File: config.mk
export PLATFORM = sky130hd
export DESIGN_NAME = dse_sector_engine
export DESIGN_NICKNAME = d
export VERILOG_FILES = /design/src/rtl/dse_pkg.sv /design/src/rtl/dse_regs.sv /design/src/rtl/dse_mapper.sv /design/src/rtl/dse_mover.sv /design/src/rtl/dse_sector_engine.sv
export SDC_FILE = /design/constraint.sdc
export NUM_CORES = 1
export LEC_CHECK = 0
export CORE_MARGIN = 1.5
export CORE_UTILIZATION = 42
export CTS_CLUSTER_DIAMETER = 200
export DETAILED_ROUTE_END_ITERATION = 8
export PLACE_DENSITY = 0.78
export SYNTH_ARGS = -nofsm -noshare
export SYNTH_HDL_FRONTEND = slang
export SYNTH_SLANG_ARGS = --single-unit
export TNS_END_PERCENT = 10
File: constraint.sdc
create_clock -name clk -period 2.1 [get_ports clk]
set_input_delay 0.315 -clock clk [delete_from_list [all_inputs] [get_ports clk]]
set_output_delay 0.315 -clock clk [all_outputs]
set_load 0.05 [all_outputs]
File: src/rtl/dse_pkg.sv
package dse_pkg;
    typedef enum logic [1:0] {
        ST_IDLE,
        ST_MAP,
        ST_XFER,
        ST_FINISH
    } dse_state_e;

    localparam logic [1:0] OFS_CMD  = 2'd0;
    localparam logic [1:0] OFS_LBA  = 2'd1;
    localparam logic [1:0] OFS_DEST = 2'd2;
    localparam logic [1:0] OFS_STAT = 2'd3;

    localparam logic [7:0] CMD_READ = 8'h01;

    localparam int BIT_BUSY = 0;
    localparam int BIT_DONE = 1;
    localparam int BIT_ERR  = 2;
    localparam int BIT_OVR  = 3;

    localparam int REG_W = 32;
endpackage

File: src/rtl/dse_regs.sv
module dse_regs
    import dse_pkg::*;
#(
    parameter int LBA_W  = 16,
    parameter int ADDR_W = 32
) (
    input  logic              clk,
    input  logic              rst_n,
    input  logic              reg_wr,
    input  logic [1:0]        reg_addr,
    input  logic [REG_W-1:0]  reg_wdata,
    output logic [REG_W-1:0]  reg_rdata,
    input  logic              busy,
    input  logic              finish,
    input  logic              fin_err,
    output logic              start,
    output logic [LBA_W-1:0]  lba,
    output logic [ADDR_W-1:0] dest,
    output logic              irq
);
    logic done_q, err_q, ovr_q;
    logic cmd_wr;

    assign cmd_wr = reg_wr && (reg_addr == OFS_CMD);
    assign start  = cmd_wr && !busy && (reg_wdata[7:0] == CMD_READ);
    assign irq    = done_q;

    always_ff @(posedge clk) begin
        if (!rst_n) begin
            lba    <= '0;
            dest   <= '0;
            done_q <= 1'b0;
            err_q  <= 1'b0;
            ovr_q  <= 1'b0;
        end else begin
            if (start) begin
                done_q <= 1'b0;
                err_q  <= 1'b0;
            end
            if (reg_wr && !busy && reg_addr == OFS_LBA)
                lba <= reg_wdata[LBA_W-1:0];
            if (reg_wr && !busy && reg_addr == OFS_DEST)
                dest <= reg_wdata[ADDR_W-1:0];
            if (reg_wr && reg_addr == OFS_STAT) begin
                if (reg_wdata[BIT_DONE]) begin
                    done_q <= 1'b0;
                    err_q  <= 1'b0;
                end
                if (reg_wdata[BIT_OVR])
                    ovr_q <= 1'b0;
            end
            if (cmd_wr && busy)
                ovr_q <= 1'b1;
            if (finish) begin
                done_q <= 1'b1;
                err_q  <= fin_err;
            end
        end
    end

    always_comb begin
        reg_rdata = '0;
        unique case (reg_addr)
            OFS_CMD:  reg_rdata = '0;
            OFS_LBA:  reg_rdata = REG_W'(lba);
            OFS_DEST: reg_rdata = REG_W'(dest);
            OFS_STAT: begin
                reg_rdata[BIT_BUSY] = busy;
                reg_rdata[BIT_DONE] = done_q;
                reg_rdata[BIT_ERR]  = err_q;
                reg_rdata[BIT_OVR]  = ovr_q;
            end
        endcase
    end
endmodule

File: src/rtl/dse_mapper.sv
module dse_mapper #(
    parameter int LBA_W        = 16,
    parameter int SECT_PER_TRK = 8,
    parameter int SURF_PER_CYL = 4,
    parameter int NUM_TRACKS   = 16,
    parameter int SEC_W        = 3,
    parameter int SURF_W       = 2,
    parameter int TRK_W        = 4
) (
    input  logic [LBA_W-1:0]  lba,
    output logic [SURF_W-1:0] surface,
    output logic [TRK_W-1:0]  track,
    output logic [SEC_W-1:0]  sector,
    output logic              in_range
);
    localparam logic [LBA_W-1:0] SPT_L   = LBA_W'(SECT_PER_TRK);
    localparam logic [LBA_W-1:0] SPC_L   = LBA_W'(SURF_PER_CYL);
    localparam logic [LBA_W-1:0] TOTAL_L = LBA_W'(SECT_PER_TRK * SURF_PER_CYL * NUM_TRACKS);

    logic [LBA_W-1:0] cyl_idx;
    logic [LBA_W-1:0] sec_full, surf_full, trk_full;

    always_comb begin
        sec_full  = lba % SPT_L;
        cyl_idx   = lba / SPT_L;
        surf_full = cyl_idx % SPC_L;
        trk_full  = cyl_idx / SPC_L;
        sector    = sec_full[SEC_W-1:0];
        surface   = surf_full[SURF_W-1:0];
        track     = trk_full[TRK_W-1:0];
        in_range  = lba < TOTAL_L;
    end
endmodule

File: src/rtl/dse_mover.sv
module dse_mover #(
    parameter int ADDR_W     = 32,
    parameter int WORD_BYTES = 4,
    parameter int WORDS      = 128
) (
    input  logic              clk,
    input  logic              rst_n,
    input  logic              load,
    input  logic [ADDR_W-1:0] dest,
    input  logic              step,
    output logic [ADDR_W-1:0] addr,
    output logic              last
);
    localparam int CNT_W = (WORDS > 1) ? $clog2(WORDS) : 1;
    localparam logic [CNT_W-1:0]  LAST_IDX = CNT_W'(WORDS - 1);
    localparam logic [ADDR_W-1:0] STRIDE   = ADDR_W'(WORD_BYTES);

    logic [CNT_W-1:0] cnt;

    always_ff @(posedge clk) begin
        if (!rst_n) begin
            addr <= '0;
            cnt  <= '0;
        end else if (load) begin
            addr <= dest;
            cnt  <= '0;
        end else if (step) begin
            addr <= addr + STRIDE;
            cnt  <= cnt + 1'b1;
        end
    end

    assign last = (cnt == LAST_IDX);
endmodule

File: src/rtl/dse_sector_engine.sv
module dse_sector_engine
    import dse_pkg::*;
#(
    parameter int LBA_W        = 16,
    parameter int ADDR_W       = 32,
    parameter int WORD_BYTES   = 4,
    parameter int SECTOR_BYTES = 512,
    parameter int SECT_PER_TRK = 8,
    parameter int SURF_PER_CYL = 4,
    parameter int NUM_TRACKS   = 16,
    localparam int DATA_W = 8 * WORD_BYTES,
    localparam int WORDS  = SECTOR_BYTES / WORD_BYTES,
    localparam int SEC_W  = (SECT_PER_TRK > 1) ? $clog2(SECT_PER_TRK) : 1,
    localparam int SURF_W = (SURF_PER_CYL > 1) ? $clog2(SURF_PER_CYL) : 1,
    localparam int TRK_W  = (NUM_TRACKS > 1) ? $clog2(NUM_TRACKS) : 1
) (
    input  logic              clk,
    input  logic              rst_n,
    input  logic              reg_wr,
    input  logic [1:0]        reg_addr,
    input  logic [31:0]       reg_wdata,
    output logic [31:0]       reg_rdata,
    input  logic              src_valid,
    input  logic [DATA_W-1:0] src_data,
    output logic              src_ready,
    output logic [SURF_W-1:0] phys_surface,
    output logic [TRK_W-1:0]  phys_track,
    output logic [SEC_W-1:0]  phys_sector,
    output logic              mem_valid,
    output logic [ADDR_W-1:0] mem_addr,
    output logic [DATA_W-1:0] mem_data,
    input  logic              mem_ready,
    output logic              irq
);
    dse_state_e state, state_nx;

    logic              busy, finish, start, in_xfer;
    logic              fin_err;
    logic [LBA_W-1:0]  lba;
    logic [ADDR_W-1:0] dest;
    logic [SURF_W-1:0] map_surf;
    logic [TRK_W-1:0]  map_trk;
    logic [SEC_W-1:0]  map_sec;
    logic              map_ok;
    logic              hs, last;

    dse_regs #(.LBA_W(LBA_W), .ADDR_W(ADDR_W)) u_regs (
        .clk(clk), .rst_n(rst_n), .reg_wr(reg_wr), .reg_addr(reg_addr),
        .reg_wdata(reg_wdata), .reg_rdata(reg_rdata), .busy(busy),
        .finish(finish), .fin_err(fin_err), .start(start), .lba(lba),
        .dest(dest), .irq(irq)
    );

    dse_mapper #(
        .LBA_W(LBA_W), .SECT_PER_TRK(SECT_PER_TRK), .SURF_PER_CYL(SURF_PER_CYL),
        .NUM_TRACKS(NUM_TRACKS), .SEC_W(SEC_W), .SURF_W(SURF_W), .TRK_W(TRK_W)
    ) u_map (
        .lba(lba), .surface(map_surf), .track(map_trk), .sector(map_sec),
        .in_range(map_ok)
    );

    dse_mover #(.ADDR_W(ADDR_W), .WORD_BYTES(WORD_BYTES), .WORDS(WORDS)) u_mover (
        .clk(clk), .rst_n(rst_n), .load(start), .dest(dest), .step(hs),
        .addr(mem_addr), .last(last)
    );

    // state register
    always_ff @(posedge clk) begin
        if (!rst_n) state <= ST_IDLE;
        else        state <= state_nx;
    end

    // location and error latch taken in ST_MAP
    always_ff @(posedge clk) begin
        if (!rst_n) begin
            phys_surface <= '0;
            phys_track   <= '0;
            phys_sector  <= '0;
            fin_err      <= 1'b0;
        end else if (state == ST_MAP) begin
            phys_surface <= map_surf;
            phys_track   <= map_trk;
            phys_sector  <= map_sec;
            fin_err      <= !map_ok;
        end
    end

    // next state
    always_comb begin
        state_nx = state;
        unique case (state)
            ST_IDLE:   if (start) state_nx = ST_MAP;
            ST_MAP:    state_nx = map_ok ? ST_XFER : ST_FINISH;
            ST_XFER:   if (hs && last) state_nx = ST_FINISH;
            ST_FINISH: state_nx = ST_IDLE;
        endcase
    end

    // outputs
    always_comb begin
        busy    = 1'b1;
        finish  = 1'b0;
        in_xfer = 1'b0;
        unique case (state)
            ST_IDLE:   busy = 1'b0;
            ST_MAP:    ;
            ST_XFER:   in_xfer = 1'b1;
            ST_FINISH: finish = 1'b1;
        endcase
    end

    assign mem_valid = in_xfer && src_valid;
    assign src_ready = in_xfer && mem_ready;
    assign mem_data  = src_data;
    assign hs        = mem_valid && mem_ready;
endmodule

==> Yosys cells after proc, flatten, opt, wreduce, memory -nomap -nowiden <==
Cells that the tools add are included.
{ "totals": {"regBits": 102, "input_bits": 71, "output_inout_bits": 108} }
{ "op_classes": {"addsub": 2, "magnitude_cmp": 1, "eq_ne": 10, "mux": 22, "n_bitwise": 1, "reduce_logical": 21} }
{ "ops": {"columns": ["op", "count"], "rows": [
  ["2-to-1 mux 32 bit", 2],
  ["case mux 28 bit (2 select lines)", 1],
  ["adder 32 x 3 -> 32 bit (second input constant)", 1],
  ["< comparator 16 x 10 -> 1 bit (second input constant)", 1],
  ["case mux 4 bit (4 select lines)", 1],
  ["2-to-1 mux 1 bit", 15],
  ["logical AND 1 bit", 12],
  ["== test 2 bit (second input constant)", 4],
  ["== test 8 x 1 -> 1 bit (second input constant)", 1],
  ["case mux 2 bit (4 select lines)", 1],
  ["adder 7 x 1 -> 7 bit (second input constant)", 1],
  ["== test 7 bit (second input constant)", 1],
  ["nonzero test 2 bit", 3],
  ["== test 2 x 1 -> 1 bit (second input constant)", 2],
  ["logical NOT 2 bit", 2],
  ["2-to-1 mux 2 bit", 2],
  ["!= test 2 bit (second input constant)", 2],
  ["AND reduction 2 bit", 2],
  ["OR reduction 2 bit", 1],
  ["logical NOT 1 bit", 1],
  ["inverter 1 bit", 1]
]} }

==> Depth between registers and ports, before layout <==
{ "depth": {"ltp_word": 8, "mapped_depth": 9, "mapped_depth_nobuf": 6} }

==> Modules after synthesis <==
From an unflattened synthesis, not the netlist that was laid out.
{ "hier_totals": {"hier_cells": 660, "area_unflattened_um2": 5471.5} }
{ "by_module_without_submodules": {"columns": ["module", "instances", "cells_per_inst", "area_each_um2"], "rows": [
  ["dse_regs", 1, 290, 2368.5],
  ["dse_mover", 1, 267, 2178.3],
  ["dse_sector_engine", 1, 92, 837.1],
  ["dse_mapper", 1, 11, 87.6]
]} }

==> Least setup slack after synthesis <==
Ideal clock, no wire load.
{ "synth_timing": {"path_kind": "register -> register", "startpoint": "register u_mover.addr[2]", "endpoint": "register u_mover.addr[18]", "setup_time_ns": 0.062, "arrival_time_ns": 2.330, "t_required_ns": 2.038, "slack_ns": -0.292, "path_stages_with_launch": 7, "n_path_buf": 1, "period_less_slack_ns": 2.392, "path_cell_list": "dfxtp_1 -> ha_1 -> nand4_1 -> or4_1 -> clkbuf_2 -> or4_1 -> nand3_1"} }
{ "synth_between": {"elab_chain_cells": 3} }
{ "synth_rtl": {"columns": ["element", "line", "source"], "rows": [
  ["start, declared", "dse_mover.sv:11", "output logic [ADDR_W-1:0] addr,"],
  ["start signal, assigned", "dse_mover.sv:25", "addr <= dest;"],
  ["start signal, assigned", "dse_mover.sv:28", "addr <= addr + STRIDE;"],
  ["adder 32 x 3 -> 32 bit", "dse_mover.sv:28", null],
  ["2-to-1 mux 32 bit", "dse_mover.sv:27", "end else if (step) begin"],
  ["2-to-1 mux 32 bit", "dse_mover.sv:24", "end else if (load) begin"]
]} }
Every way passes these cells. The select of a mux whose other input is x is not followed.
A chain may end at the register's enable or synchronous reset.

==> Worst setup path in the final report <==
{ "layout_timing": {"startpoint": "input port reg_wdata[4]", "endpoint": "register u_mover.addr[30]"} }
{ "layout_between": {"elab_chain_cells": 3} }
{ "layout_rtl": {"columns": ["element", "line", "source"], "rows": [
  ["start, declared", "dse_sector_engine.sv:21", "input logic [31:0] reg_wdata,"],
  ["== test 8 x 1 -> 1 bit *", "dse_regs.sv:25", "assign start = cmd_wr && !busy && (reg_wdata[7:0] == CMD_READ);"],
  ["logical AND 1 bit *", "dse_regs.sv:25", null],
  ["2-to-1 mux 32 bit / nonzero test 2 bit (equally long branches)", null, null]
]} }
Every way passes the cells marked *; elsewhere a longest branch is shown, timed or not.

==> flow_summary_export.csv <==
group,metric,value,unit
outcome,status,"finished with violations",
outcome,violations,"setup timing",
global_routing,antenna_found_initial,0,
synthesis,syn-num-nets,740,
setup_path,critical_path_required,2.37,ns
cts,ctsHoldBuffers,0,
route,routed-wl-met2,7.116,mm
hold_path,hold_class,"reg2reg",
cells_and_area,final_common_cell,"nand2_1",
timing,min_period_over_period,1.004,
setup_path,cp-end-kind,"register",
setup_path,crit_type,"in2reg",
synthesis,synth_edf_count,0,
synthesis,synth_area,5248,µm²
synthesis,ys_types,47,
cells_and_area,syn2layout_area_growth,40.84,%
route,met1Wirelength,6.832,mm
timing,rsz0062_at_grt,"yes",
synthesis,synth_xor_area_frac,0.03004,
synthesis,synth_compound_area_frac,0.1655,
route,wl_met3,1.347,mm
cells_and_area,num-nets-final,839,
timing,worstMarginPinSlew,0.6655,ns
floorplanning,dieHeight,114.8,µm
timing,relSlewSlack,0.5564,
floorplanning,die_w,114.8,µm
cells_and_area,drive_gt1_frac,0.1919,
synthesis,syn-mean-instance-area,7.987,µm²
cts,htree_levels,3,
timing,holdWs,0.4651,ns
setup_path,cp_max_fo,59,
route,post_drt_wl_per_cell,16.92,µm
timing,max_freq,0.4741,GHz
timing,min_period,2.109,ns
synthesis,synthCells,657,
route,ant_nets,0,
route,drtIter0Drc,580,
route,wl,15.72,mm
synthesis,ys_seq_area_frac,0.3891,
route,top_layer,"met4",
flow_run,maxCapViolCount,0,
power,p_seq_frac,0.489,
floorplanning,io_pins,179,
floorplanning,die_area,13170,µm²
timing,fin_ws,-0.009381,ns
synthesis,ys_dominant_reg_cell,"dfxtp_1",
power,internal_power,3.091,mW
cts,cts-buffers-inserted,9,
timing,finalHoldViolCount,0,
global_routing,grt_pass1_wl,24.74,mm
synthesis,synth-seq-cells,102,
cts,clk_pin_slew,0.07,ns
setup_path,cp_data_arrival_time,2.38,ns
power,clkPwrFrac,0.408,
cells_and_area,layout.cells.most_common_list,"nand2_1 (124), dfxtp_1 (90), clkdlybuf4s50_1 (78), a21oi_1 (63)",
global_routing,grt_overflow,0,
setup_path,cp-start-kind,"input port",
cts,cts_tree,"yes",
floorplanning,num_rows,40,
global_routing,grt_usage,0.2373,
power,irDropWorstVdd,0.3448,mV
floorplanning,start_util,0.4333,
cells_and_area,num_antenna_cells,0,
global_routing,first_global_vias,4993,
synthesis,ys_warn_count,0,
synthesis,yosys.area_share.simple,0.2709,
place,hpwl,11.24,mm
floorplanning,core_area,12110,µm²
power,leakagePower,2.556,nW
route,num_vias,5235,
global_routing,grt_max_degree,60,
cts,clkLatencyLatePin,0.35,ns
cts,cts_max_path_buffers,2,
route,drt_first_pass_iters,7,
power,p_switching,989.8,µW
cts,root_buffer,"clkbuf_16",
synthesis,synthAdderAreaFrac,0.02861,
route,drcViolationCount,0,
synthesis,synth_top_family_by_area,"simple AND/OR/NAND/NOR gates",
power,p_comb_frac,0.103,
synthesis,async_flop_share,0,
cells_and_area,fill_cells,1012,
cts,cts.sinks,102,
synthesis,synthMuxAreaShare,0.01931,
place,routabilityCongestion,0.9018,
route,avgViaCountPerCell,5.635,
power,power_density,552.1,nW/µm²
timing,setup_viol,2,
timing,drv_slew,0,
power,total_power,4.081,mW
power,switching_share,0.2425,
cells_and_area,fin_util,0.6102,
timing,finClkSkew,0.006778,ns
place,portBuffers,114,
registers in the layout, summed over array words and instances (netlist names):
signal        flops
u_mover.addr     32
u_regs.dest      32
u_regs.lba       16
u_mover.cnt       7
phys_track        4
phys_sector       3
phys_surface      2
state             2
fin_err           1
u_regs.err_q      1
u_regs.irq        1
u_regs.ovr_q      1
through the flow:
step	std cells	setup slack (ns)	TNS (ns)	instance area (µm²)
2_1_floorplan	657	-0.1053	-0.8397	5269
3_3_place_gp	912	-0.2969	-13.03	6967
3_5_place_dp	912	-0.3615	-15.35	6967
4_1_cts	928	-0.01386	-0.01386	7341
5_1_grt	929	-0.05668	-0.3290	7391
6_report	929	-0.009381	-0.01099	7391
per-layer routing:
layer  global-route usage  vias up
li1                     -     2493
met1               0.3221     2424
met2               0.3637      280
met3              0.06009       38
met4              0.09300        0
met5                    0        -
power by group through the flow:
stage               Clock [mW]  Combinational [mW]  Sequential, mW
finish                    1.67               0.418            2.00
CTS                       1.67               0.406            1.99
detailed placement           0               0.392            2.04
floorplan                    0               0.349            2.03
global route              1.77               0.447            2.00
global placement             0               0.385            2.04
synth_stat cells, drive strengths merged, types with 3 or more instances:
library cell	count	area, µm²
nand2	124	465.5
dfxtp	102	2042
a21oi	63	315.3
buf	51	370.3
nor2	33	123.9
nand3	30	150.1
clkbuf	26	98.84
nand4	22	152.7
and2	19	120.1
o21ai	17	85.08
a22oi	12	90.09
ha	12	150.1
nor2b	12	75.07
nor3	12	65.06
nor4	11	75.07
xnor2	11	96.34
inv	10	37.54
or4	10	75.07
a211oi	9	67.56
mux2i	9	90.09
a31oi	7	43.79
o31ai	7	52.55
xor2	7	61.31
and3	5	31.28
a211o	4	35.03
a222oi	4	40.04
a311oi	4	35.03
o2111ai	4	35.03
or3	4	25.02
and4	3	26.28
o41ai	3	26.28
logic make-up after synthesis:
logic type                 Yosys count
muxes                               10
xor gates and xnor gates            18
AOI/OAI and AO/OA                  138
adders and majority gates           12
DFF                                102
and+or+nand+nor                    290
buffers and inverters               87
worst max-delay path, stage by stage:
cell and delay (ns):
clkdlybuf4s50_1 0.46, or4_4 0.59, or3_1 0.44, buf_12 0.21
and4_1 0.20, nor3_1 0.14
timing repair:
item | 4_1_cts | 5_1_grt
buffers inserted | 0 | 2
pin swaps | 4 | 4
resized for setup | 23 | 14
endpoints found under the setup margin | 30 | 44
gates cloned | 0 | 0
final cells by class:
cell class	count	area [µm²]	share of cell area
Multi-Input combinational cell	468	2806	0.3797
Sequential cell	102	2062	0.2790
Timing Repair Buffer	165	1982	0.2682
Clock buffer	11	232.7	0.03149
Tap cell	168	210.2	0.02844
Clock inverter	5	60.06	0.008126
Inverter	10	37.54	0.005079
final timing paths:
check | from | slack, ns | cells past startpoint | endpoint
worst max-delay path | reg_wdata[4] | -0.009 | 6 | u_mover.addr[30]$_SDFFE_PN0P_
worst min-delay path | u_regs.dest[27]$_SDFFE_PN0P_ | 0.47 | 2 | u_regs.dest[27]$_SDFFE_PN0P_
worst max register to register | state[1]$_SDFFE_PN0P_ | 0.05 | 7 | state[0]$_SDFFE_PN0P_
worst min register to register | u_regs.dest[27]$_SDFFE_PN0P_ | 0.47 | 2 | u_regs.dest[27]$_SDFFE_PN0P_
Power figures use the tool's default switching activity.
